<file path="src/rtl/cbd_pkg.sv">
// Shared definitions for the cylinder bitstream emulator.
// Assumes: nothing beyond standard SystemVerilog.
package cbd_pkg;

    // Which side currently owns the cylinder buffer.
    typedef enum logic {
        OWN_DRIVE = 1'b0,
        OWN_HOST  = 1'b1
    } owner_e;

    // Next bit position with wrap at the track end.
    function automatic int unsigned next_pos(input int unsigned pos, input int unsigned track_bits);
        return (pos == track_bits - 1) ? 0 : pos + 1;
    endfunction

endpackage

</file>
<file path="src/rtl/cbd_bit_timer.sv">
// Bit timer: divides the system clock into bit periods, keeps the rotating
// bit position and derives the drive clock and the index mark.
// Assumes: CLK_DIV >= 2 and even, TRACK_BITS a power of two >= 2.
module cbd_bit_timer #(
    parameter int TRACK_BITS = 64,
    parameter int CLK_DIV    = 4,
    localparam int POS_W     = $clog2(TRACK_BITS),
    localparam int CNT_W     = (CLK_DIV > 2) ? $clog2(CLK_DIV) : 1
) (
    input  logic             clk,
    input  logic             rst_n,
    output logic             bit_tick,
    output logic [POS_W-1:0] bit_pos,
    output logic             drive_clk,
    output logic             index_mark
);
    import cbd_pkg::*;

    localparam logic [CNT_W-1:0] CNT_LAST = CNT_W'(CLK_DIV - 1);
    localparam logic [CNT_W-1:0] CNT_HALF = CNT_W'(CLK_DIV / 2);

    logic [CNT_W-1:0] div_cnt;

    // End of a bit period and the two derived outputs.
    always_comb begin
        bit_tick   = (div_cnt == CNT_LAST);
        drive_clk  = (div_cnt < CNT_HALF);
        index_mark = (bit_pos == '0);
    end

    // Divider counter for one bit period.
    always_ff @(posedge clk) begin
        if (!rst_n)        div_cnt <= '0;
        else if (bit_tick) div_cnt <= '0;
        else               div_cnt <= div_cnt + 1'b1;
    end

    // Rotating position, shared by all heads.
    always_ff @(posedge clk) begin
        if (!rst_n)        bit_pos <= '0;
        else if (bit_tick) bit_pos <= POS_W'(next_pos(32'(bit_pos), TRACK_BITS));
    end

endmodule

</file>
<file path="src/rtl/cbd_track_ram.sv">
// Cylinder buffer: a bit array with a bit-wide drive port and a word-wide
// host port. The owner input chooses which port may act in a cycle.
// Assumes: NUM_HEADS, TRACK_BITS and WORD_W are powers of two, WORD_W >= 2,
// TRACK_BITS >= WORD_W. The contents are not reset.
module cbd_track_ram #(
    parameter int NUM_HEADS  = 4,
    parameter int TRACK_BITS = 64,
    parameter int WORD_W     = 8,
    localparam int HEAD_W    = $clog2(NUM_HEADS),
    localparam int POS_W     = $clog2(TRACK_BITS),
    localparam int BADDR_W   = HEAD_W + POS_W,
    localparam int BIDX_W    = $clog2(WORD_W),
    localparam int WORDS     = NUM_HEADS * TRACK_BITS / WORD_W,
    localparam int WADDR_W   = $clog2(WORDS)
) (
    input  logic                clk,
    input  logic                rst_n,
    input  cbd_pkg::owner_e     owner,
    input  logic [HEAD_W-1:0]   drv_head,
    input  logic [POS_W-1:0]    drv_pos,
    input  logic                drv_re,
    input  logic                drv_we,
    input  logic                drv_wbit,
    output logic                drv_rbit,
    input  logic                hst_we,
    input  logic                hst_re,
    input  logic [WADDR_W-1:0]  hst_addr,
    input  logic [WORD_W-1:0]   hst_wdata,
    output logic [WORD_W-1:0]   hst_rdata
);
    import cbd_pkg::*;

    logic [WORD_W-1:0]  mem [WORDS];
    logic [BADDR_W-1:0] bit_addr;
    logic [WADDR_W-1:0] drv_word;
    logic [BIDX_W-1:0]  drv_bidx;
    logic               drv_act_we;
    logic               drv_act_re;
    logic               hst_act_we;
    logic               hst_act_re;

    // Head in the high bits, so a head change only moves the upper address.
    always_comb begin
        bit_addr   = {drv_head, drv_pos};
        drv_word   = bit_addr[BADDR_W-1:BIDX_W];
        drv_bidx   = bit_addr[BIDX_W-1:0];
        drv_act_we = (owner == OWN_DRIVE) && drv_we;
        drv_act_re = (owner == OWN_DRIVE) && drv_re;
        hst_act_we = (owner == OWN_HOST) && hst_we;
        hst_act_re = (owner == OWN_HOST) && hst_re;
    end

    // Storage writes from whichever side owns the buffer.
    always_ff @(posedge clk) begin
        if (drv_act_we)      mem[drv_word][drv_bidx] <= drv_wbit;
        else if (hst_act_we) mem[hst_addr]           <= hst_wdata;
    end

    // Registered serial read; gives zero when the drive side is not reading.
    always_ff @(posedge clk) begin
        if (!rst_n)          drv_rbit <= 1'b0;
        else if (drv_act_re) drv_rbit <= mem[drv_word][drv_bidx];
        else                 drv_rbit <= 1'b0;
    end

    // Registered host word read; holds its value between reads.
    always_ff @(posedge clk) begin
        if (!rst_n)          hst_rdata <= '0;
        else if (hst_act_re) hst_rdata <= mem[hst_addr];
    end

endmodule

</file>
<file path="src/rtl/cbd_dirty_track.sv">
// Per-head dirty flags: set by a drive-side store, cleared by a host mask.
// Assumes: set and clear never fall in the same cycle (different owners).
module cbd_dirty_track #(
    parameter int NUM_HEADS = 4,
    localparam int HEAD_W   = $clog2(NUM_HEADS)
) (
    input  logic                 clk,
    input  logic                 rst_n,
    input  logic                 set_en,
    input  logic [HEAD_W-1:0]    set_head,
    input  logic                 clr_en,
    input  logic [NUM_HEADS-1:0] clr_mask,
    output logic [NUM_HEADS-1:0] dirty
);

    for (genvar h = 0; h < NUM_HEADS; h++) begin : g_flag
        // One flag per track of the cylinder.
        always_ff @(posedge clk) begin
            if (!rst_n)                                        dirty[h] <= 1'b0;
            else if (set_en && (set_head == HEAD_W'(h)))       dirty[h] <= 1'b1;
            else if (clr_en && clr_mask[h])                    dirty[h] <= 1'b0;
        end
    end

endmodule

</file>
<file path="src/rtl/cyl_bitstream_drive.sv">
// Top of the cylinder bitstream emulator. Streams the selected head's track
// as raw bits with a drive-made clock and index, stores controller writes,
// flags written tracks, and lends the buffer to the host during a seek.
// Assumes: parameters as in cbd_track_ram and cbd_bit_timer.
module cyl_bitstream_drive #(
    parameter int NUM_HEADS  = 4,
    parameter int TRACK_BITS = 64,
    parameter int WORD_W     = 8,
    parameter int CLK_DIV    = 4,
    localparam int HEAD_W    = $clog2(NUM_HEADS),
    localparam int POS_W     = $clog2(TRACK_BITS),
    localparam int WORDS     = NUM_HEADS * TRACK_BITS / WORD_W,
    localparam int WADDR_W   = $clog2(WORDS)
) (
    input  logic                 clk,
    input  logic                 rst_n,
    input  logic [HEAD_W-1:0]    head,
    input  logic                 rd_gate,
    input  logic                 wr_gate,
    input  logic                 wr_data,
    input  logic                 seek_busy,
    input  logic                 hst_we,
    input  logic                 hst_re,
    input  logic [WADDR_W-1:0]   hst_addr,
    input  logic [WORD_W-1:0]    hst_wdata,
    input  logic                 hst_clr,
    input  logic [NUM_HEADS-1:0] hst_clr_mask,
    output logic                 rd_data,
    output logic                 drive_clk,
    output logic                 index_pulse,
    output logic                 ready,
    output logic [NUM_HEADS-1:0] dirty,
    output logic [WORD_W-1:0]    hst_rdata
);
    import cbd_pkg::*;

    owner_e           owner;
    logic             bit_tick;
    logic [POS_W-1:0] bit_pos;
    logic             store_bit;

    // Ownership and the drive-side store strobe.
    always_comb begin
        owner     = seek_busy ? OWN_HOST : OWN_DRIVE;
        store_bit = bit_tick && wr_gate && !seek_busy;
    end

    // Ready is the registered inverse of the seek hold-off.
    always_ff @(posedge clk) begin
        if (!rst_n) ready <= 1'b0;
        else        ready <= !seek_busy;
    end

    cbd_bit_timer #(
        .TRACK_BITS (TRACK_BITS),
        .CLK_DIV    (CLK_DIV)
    ) u_timer (
        .clk        (clk),
        .rst_n      (rst_n),
        .bit_tick   (bit_tick),
        .bit_pos    (bit_pos),
        .drive_clk  (drive_clk),
        .index_mark (index_pulse)
    );

    cbd_track_ram #(
        .NUM_HEADS  (NUM_HEADS),
        .TRACK_BITS (TRACK_BITS),
        .WORD_W     (WORD_W)
    ) u_ram (
        .clk        (clk),
        .rst_n      (rst_n),
        .owner      (owner),
        .drv_head   (head),
        .drv_pos    (bit_pos),
        .drv_re     (rd_gate),
        .drv_we     (store_bit),
        .drv_wbit   (wr_data),
        .drv_rbit   (rd_data),
        .hst_we     (hst_we),
        .hst_re     (hst_re),
        .hst_addr   (hst_addr),
        .hst_wdata  (hst_wdata),
        .hst_rdata  (hst_rdata)
    );

    cbd_dirty_track #(
        .NUM_HEADS  (NUM_HEADS)
    ) u_dirty (
        .clk        (clk),
        .rst_n      (rst_n),
        .set_en     (store_bit),
        .set_head   (head),
        .clr_en     (hst_clr && seek_busy),
        .clr_mask   (hst_clr_mask),
        .dirty      (dirty)
    );

endmodule

</file>
<file path="config.mk">
export PLATFORM = sky130hd
export DESIGN_NAME = cyl_bitstream_drive
export DESIGN_NICKNAME = d
export VERILOG_FILES = /design/src/rtl/cbd_pkg.sv /design/src/rtl/cbd_bit_timer.sv /design/src/rtl/cbd_track_ram.sv /design/src/rtl/cbd_dirty_track.sv /design/src/rtl/cyl_bitstream_drive.sv
export SDC_FILE = /design/constraint.sdc
export NUM_CORES = 1
export LEC_CHECK = 0
export ABC_AREA = 0
export ABC_CLOCK_PERIOD_IN_PS = 3200
export BUFFER_PORTS_ARGS = -buffer_cell sky130_fd_sc_hd__buf_2
export CAP_MARGIN = 20
export CORE_UTILIZATION = 60
export DETAILED_ROUTE_END_ITERATION = 6
export PLACE_DENSITY = 0.83
export SYNTH_ARGS = -nofsm -noshare
export SYNTH_HDL_FRONTEND = slang
export SYNTH_HIERARCHICAL = 1
export SYNTH_SLANG_ARGS = --single-unit
</file>
<file path="constraint.sdc">
create_clock -name clk -period 3.2 [get_ports clk]
set_input_delay 0.32 -clock clk [delete_from_list [all_inputs] [get_ports clk]]
set_output_delay 0.32 -clock clk [all_outputs]
set_load 0.005 [all_outputs]
</file>
==> Word-level counts from Yosys, hierarchy flattened <==
Memory sizes are Yosys's and may differ from the RTL's. A register that Yosys moved wholly into a read port is not among the register bits.
Index checks and enable logic that the tools add are counted.
{ "op_classes": {"n_addsub": 2, "magnitude_cmp": 3, "n_eq_ne": 5, "n_mux": 22, "bitwise": 2, "reduce_logical": 27} }
{ "ops": {"columns": ["cell", "n"], "rows": [
  ["2-to-1 mux 8 bit", 3],
  ["logical AND 1 bit", 16],
  ["2-to-1 mux 1 bit", 15],
  ["nonzero test 2 bit", 4],
  ["OR reduction 8 bit", 1],
  ["adder 6 x 1 -> 6 bit, second input constant", 1],
  ["equality test 2 bit, second input constant", 3],
  ["equality test 6 bit, second input constant", 1],
  ["logical NOT 6 bit", 1],
  ["2-to-1 mux 6 bit", 1],
  ["2-to-1 mux 5 bit", 1],
  ["< comparator 3 x 4 -> 1 bit, second input constant", 1],
  ["binary-select mux 1 bit (select 3 bit)", 1],
  ["demux 1 bit (select 3 bit)", 1],
  ["greater-or-equal comparator 3 x 1 -> 1 bit, second input constant", 1],
  ["adder 2 x 1 -> 2 bit, second input constant", 1],
  ["equality test 2 x 1 -> 1 bit, second input constant", 1],
  ["logical NOT 1 bit", 2],
  ["logical NOT 2 bit", 1],
  ["< comparator 2 bit, second input constant", 1],
  ["inverter 1 bit", 2],
  ["AND reduction 2 bit", 1],
  ["OR reduction 2 bit", 1]
]} }
{ "word_totals": {"register_bits": 14, "mem_bits_rw": 256, "wordCells": 70, "memories": 1} }
{ "mem_list": {"columns": ["memory", "depth", "word_bits", "rd", "rd_clocked_by_memory_dff", "write_ports", "line", "rtl"], "rows": [
  ["u_ram.mem", 32, 8, 2, 1, 1, "cbd_track_ram.sv:33", "logic [WORD_W-1:0] mem [WORDS];"]
]} }

==> Logic depth before layout (Yosys ltp) <==
{ "depth": {"depth_word": 8, "depth_mapped": 10, "depth_no_buf": 6} }

==> Hierarchy <==
Netlist, hierarchy kept.
{ "modules_own_cells": {"columns": ["mod", "n_inst", "cells_each", "area_each_um2", "seq_area_each_um2"], "rows": [
  ["cbd_track_ram", 1, 966, 13782.0, 7867.5],
  ["cbd_bit_timer", 1, 45, 400.4, 160.2],
  ["cbd_dirty_track", 1, 19, 162.7, 80.1],
  ["cyl_bitstream_drive", 1, 4, 42.5, 20.0]
]} }

==> Worst setup path before layout <==
OpenSTA, ideal clock, no wires.
{ "synth_path": {"path_type": "reg-to-reg", "start": "register u_timer.bit_pos[3]", "end": "register u_ram.drv_rbit", "setup_time_ps": 131, "arrival_time_ps": 2181, "path_slack_ps": 888, "path_stages_with_launch": 8, "path_buffers": 1, "period_less_slack_ps": 2312, "path_cell_list": "dfxtp_1 buf_6 mux4_1 mux4_2 and2_1 a211oi_2 o221a_1 nor4_2"} }
{ "synth_between": {"elab_chain_len": 3} }
{ "synth_rtl": {"columns": ["item", "line", "rtl"], "rows": [
  ["start: declaration", "cbd_bit_timer.sv:13", "output logic [POS_W-1:0] bit_pos,"],
  ["start signal: assignment", "cbd_bit_timer.sv:41", "else if (bit_tick) bit_pos <= POS_W'(next_pos(32'(bit_pos), TRACK_BITS));"],
  ["memory (32 x 8 bit)", null, null],
  ["binary-select mux 1 bit (select 3 bit)", "cbd_track_ram.sv:62", "else if (drv_act_re) drv_rbit <= mem[drv_word][drv_bidx];"],
  ["2-to-1 mux 1 bit (not written as such)", "cbd_track_ram.sv:62", null],
  ["end signal: assignment", "cbd_track_ram.sv:62", null],
  ["end: declaration", "cbd_track_ram.sv:24", "output logic drv_rbit,"]
]} }
Every way passes these cells. The select of a mux whose other input is x is not followed.
A chain may end at the register's enable or synchronous reset.

==> Worst setup path after layout <==
{ "layout_path": {"start": "register u_timer.bit_pos[5]", "end": "memory u_ram.mem[27][5] (enable)"} }
{ "layout_between": {"elab_chain_len": 1} }
{ "layout_rtl": {"columns": ["item", "line"], "rows": [
  ["2-to-1 mux 5 bit (no line)", null],
  ["end: declaration", "cbd_track_ram.sv:33"]
]} }
Every way passes these cells.

==> results.tsv <==
stage	metric	value	unit
status	run_status	finished, violations left	
status	violations	design-rule violations	
clock_network	tritoncts	built	
logic_synthesis	ys_seq_elements	278	
global_routing	grt_pass1_vias	10100	
global_routing	grt_max_degree	33	
clock_network	clk_pin_slew	60	ps
pwr	p_sw	1.79	mW
pwr	p_total	8.16	mW
global_routing	track_usage	35.7	%
clock_network	numCtsBuffers	29	
detailed_routing	avgRoutedWirePerCell	29.4	um
logic_synthesis	synth.most_common_cell	nor2_1	
worst_setup_path	path_max_fanout	12	
pwr	p_leak	5.30	nW
final_layout	syn_to_final_growth	12.8	%
timing	min_period	2950	ps
worst_setup_path	cp.arrival	3220	ps
detailed_routing	top_layer_used	met4	
logic_synthesis	yosysWarningCount	6	
worst_setup_path	setup.worst_path.start_class	flip-flop	
detailed_routing	wl	42.4	mm
logic_synthesis	synth_fp_nets	1065	
detailed_routing	wl_met3	6.21	mm
timing	fmax	339	MHz
place	dpl-instance-area	15200	sq um
worst_setup_path	criticalPathCategory	flip-flop to flip-flop	
die	core_area	23500	sq um
logic_synthesis	synth.area.top_cells	edfxtp_1 (53%), mux4_2 (21%), nor2_1 (7.2%)	
clock_network	clock-sinks	278	
timing	slew_viol_final	0	
final_layout	design.final.nets	1130	
place	io_buffers	43	
timing	fin_tns_setup	0	ps
final_layout	fill_cells	1523	
clock_network	postCtsSetupRepairBufs	0	
pwr	p_comb_share	7.6	%
clock_network	cts_root_buf	clkbuf_16	
clock_network	clock_latency	550	ps
worst_setup_path	crit_required	3470	ps
logic_synthesis	synthCells	1034	
clock_network	cts_hold_buffers	0	
global_routing	grt_remaining_overflow	0	
worst_setup_path	crit_path_end_kind	flip-flop	
logic_synthesis	syn_area_per_cell	13.9	sq um
detailed_routing	routed-via-count	10300	
timing	finClkSkew	13.8	ps
logic_synthesis	synth-edff-count	256	
logic_synthesis	synth_top_cell_by_area	edfxtp_1	
final_layout	final_cells	1441	
detailed_routing	drc	21	
detailed_routing	final_antenna_net_count	0	
final_layout	stdcell_area	16200	sq um
place	routabilityCongestion	0.972	
clock_network	cts_buffer_depth	3	
timing	slew_headroom	33.3	%
logic_synthesis	async_reset_ff_share	0	%
pwr	pwr_density_cell	503	nW/um^2
logic_synthesis	synthesis.area	14400	sq um
timing	max_slew.worst_pin.slew	1000	ps
clock_network	htreeDepth	1	
place	dp_hpwl	27.7	mm
logic_synthesis	netlist.area_leader.share	53.4	%
pwr	internal-power	6.37	mW
timing	hold_violations	0	
logic_synthesis	ys_seq_area_share	56.5	%
worst_setup_path	rr_worst_depth	5	
detailed_routing	wl_met2	19.4	mm
detailed_routing	drtIter0Drc	1707	
detailed_routing	dr.pass1.iters	7	
die	dieArea	24600	sq um
hold_path	hold_class	input port to flip-flop	
detailed_routing	drt-met1-wl	13.3	mm
hold_path	hold_path_depth	3	
final_layout	fin_util	69.2	%
pwr	p_sw_share	21.9	%
logic_synthesis	synthFlopType	edfxtp_1	
run	maxCapViolations	0	
place	dp_cells	1387	
global_routing	grt_pass1_wl	61.9	mm
final_layout	drive_gt1_share	28.1	%
global_routing	antenna_found_initial	0	
timing	rsz0062_at_grt	false	
logic_synthesis	synth_common_cells	nor2_1 (276), edfxtp_1 (256), mux4_2 (137), nand2_1 (68), clkbuf_1 (46)	
detailed_routing	routed_via_density	7.13	
die	ios	44	
logic_synthesis	synth.distinct_cells	61	
pwr	vdd_drop_max	0.498	mV
die	start_util	61.3	%
die	die-width	157	um
pwr	pwr-share-seq	49.5	%
clock_network	postCtsResizedCells	0	
pwr	clockPowerShare	43.0	%
die	die_h	157	um
timing	setup_viol	0	
die	fp-row-count	56	
timing	period_share	92.1	%
-- path summary, 6_finish.rpt --
path,end,slack (ps),startpoint
max,u_ram/mem[27][5]$_DFFE_PP_,250,u_timer/bit_pos[5]$_SDFFE_PN0P_
min,u_dirty/dirty[3]$_SDFFE_PN0P_,60,hst_clr_mask[3]
max reg2reg,u_ram/mem[27][5]$_DFFE_PP_,250,u_timer/bit_pos[5]$_SDFFE_PN0P_
min reg2reg,u_timer/div_cnt[0]$_SDFF_PP0_,430,u_timer/div_cnt[0]$_SDFF_PP0_
-- registers in the layout, summed over array words and instances, names as in the netlist --
name and flops:
u_ram/mem 256, u_ram/hst_rdata 8, u_timer/bit_pos 6, u_dirty/dirty 4, u_timer/div_cnt 2, ready 1, u_ram/drv_rbit 1
-- routing by layer --
| metal | global-route usage [%] | vias up |
|---|---|---|
| li1 | - | 4096 |
| met1 | 42.3 | 5039 |
| met2 | 56.1 | 884 |
| met3 | 12.3 | 255 |
| met4 | 22.3 | 0 |
| met5 | 0 | - |
-- cell usage in the layout, fill, tap and decap left out, types with 8 or more instances in the layout --
cell type  Yosys  layout
nor2_1       276     276
edfxtp_1     256     256
mux4_2       137     137
nand2_1       68      68
buf_4          8      66
buf_2         11      42
clkbuf_16      0      29
mux2i_1       23      23
nand3_1       21      21
dfxtp_1       22      20
and2_1        12      12
inv_1         10      10
a21o_1         9       9
nor2b_1        8       8
o211a_1        8       8
-- kinds of logic after synthesis --
family,Yosys count,synth area share (%)
AO/OA/AOI/OAI,81,4.31
XOR/XNOR,2,0.122
adder cells (fa/ha/maj),3,0.261
buffers and inverters,91,3.04
flip-flops,278,56.5
multiplexers,167,23.9
AND/OR/NAND/NOR,412,11.9
-- power by group through the flow --
stage,sequential (mW),clock [mW],combinational [mW]
after floorplan,4.11,0,0.376
after global placement,4.11,0,0.585
after detailed placement,4.11,0,0.596
after CTS,4.04,3.52,0.601
after global routing,4.04,3.66,0.646
final,4.04,3.51,0.620
-- worst max-delay path: stages, from the launching register on --
cell,delay [ps]
dfxtp_1,880
inv_2,270
o21ai_0,540
nor2_1,190
nand2_1,630
nor2_1,120
-- cell type report --
type                    count  area (sq um)  area share, %
well taps                 319           399           2.46
multi-input cells         665          5870           36.2
diodes                      1          2.50         0.0154
inverters                  13          48.8          0.301
repair buffers            112           786           4.84
clock inverters            15           201           1.24
clock buffers              38           790           4.86
flip-flops and latches    278          8140           50.1
-- stage by stage --
step	hold slack, ps	setup WS (ps)
after CTS	50.8	352
after global placement	411	448
after global routing	69.8	230
after floorplan	392	888
final	60.4	251
after detailed placement	435	424
Power figures use the tool's default switching activity.
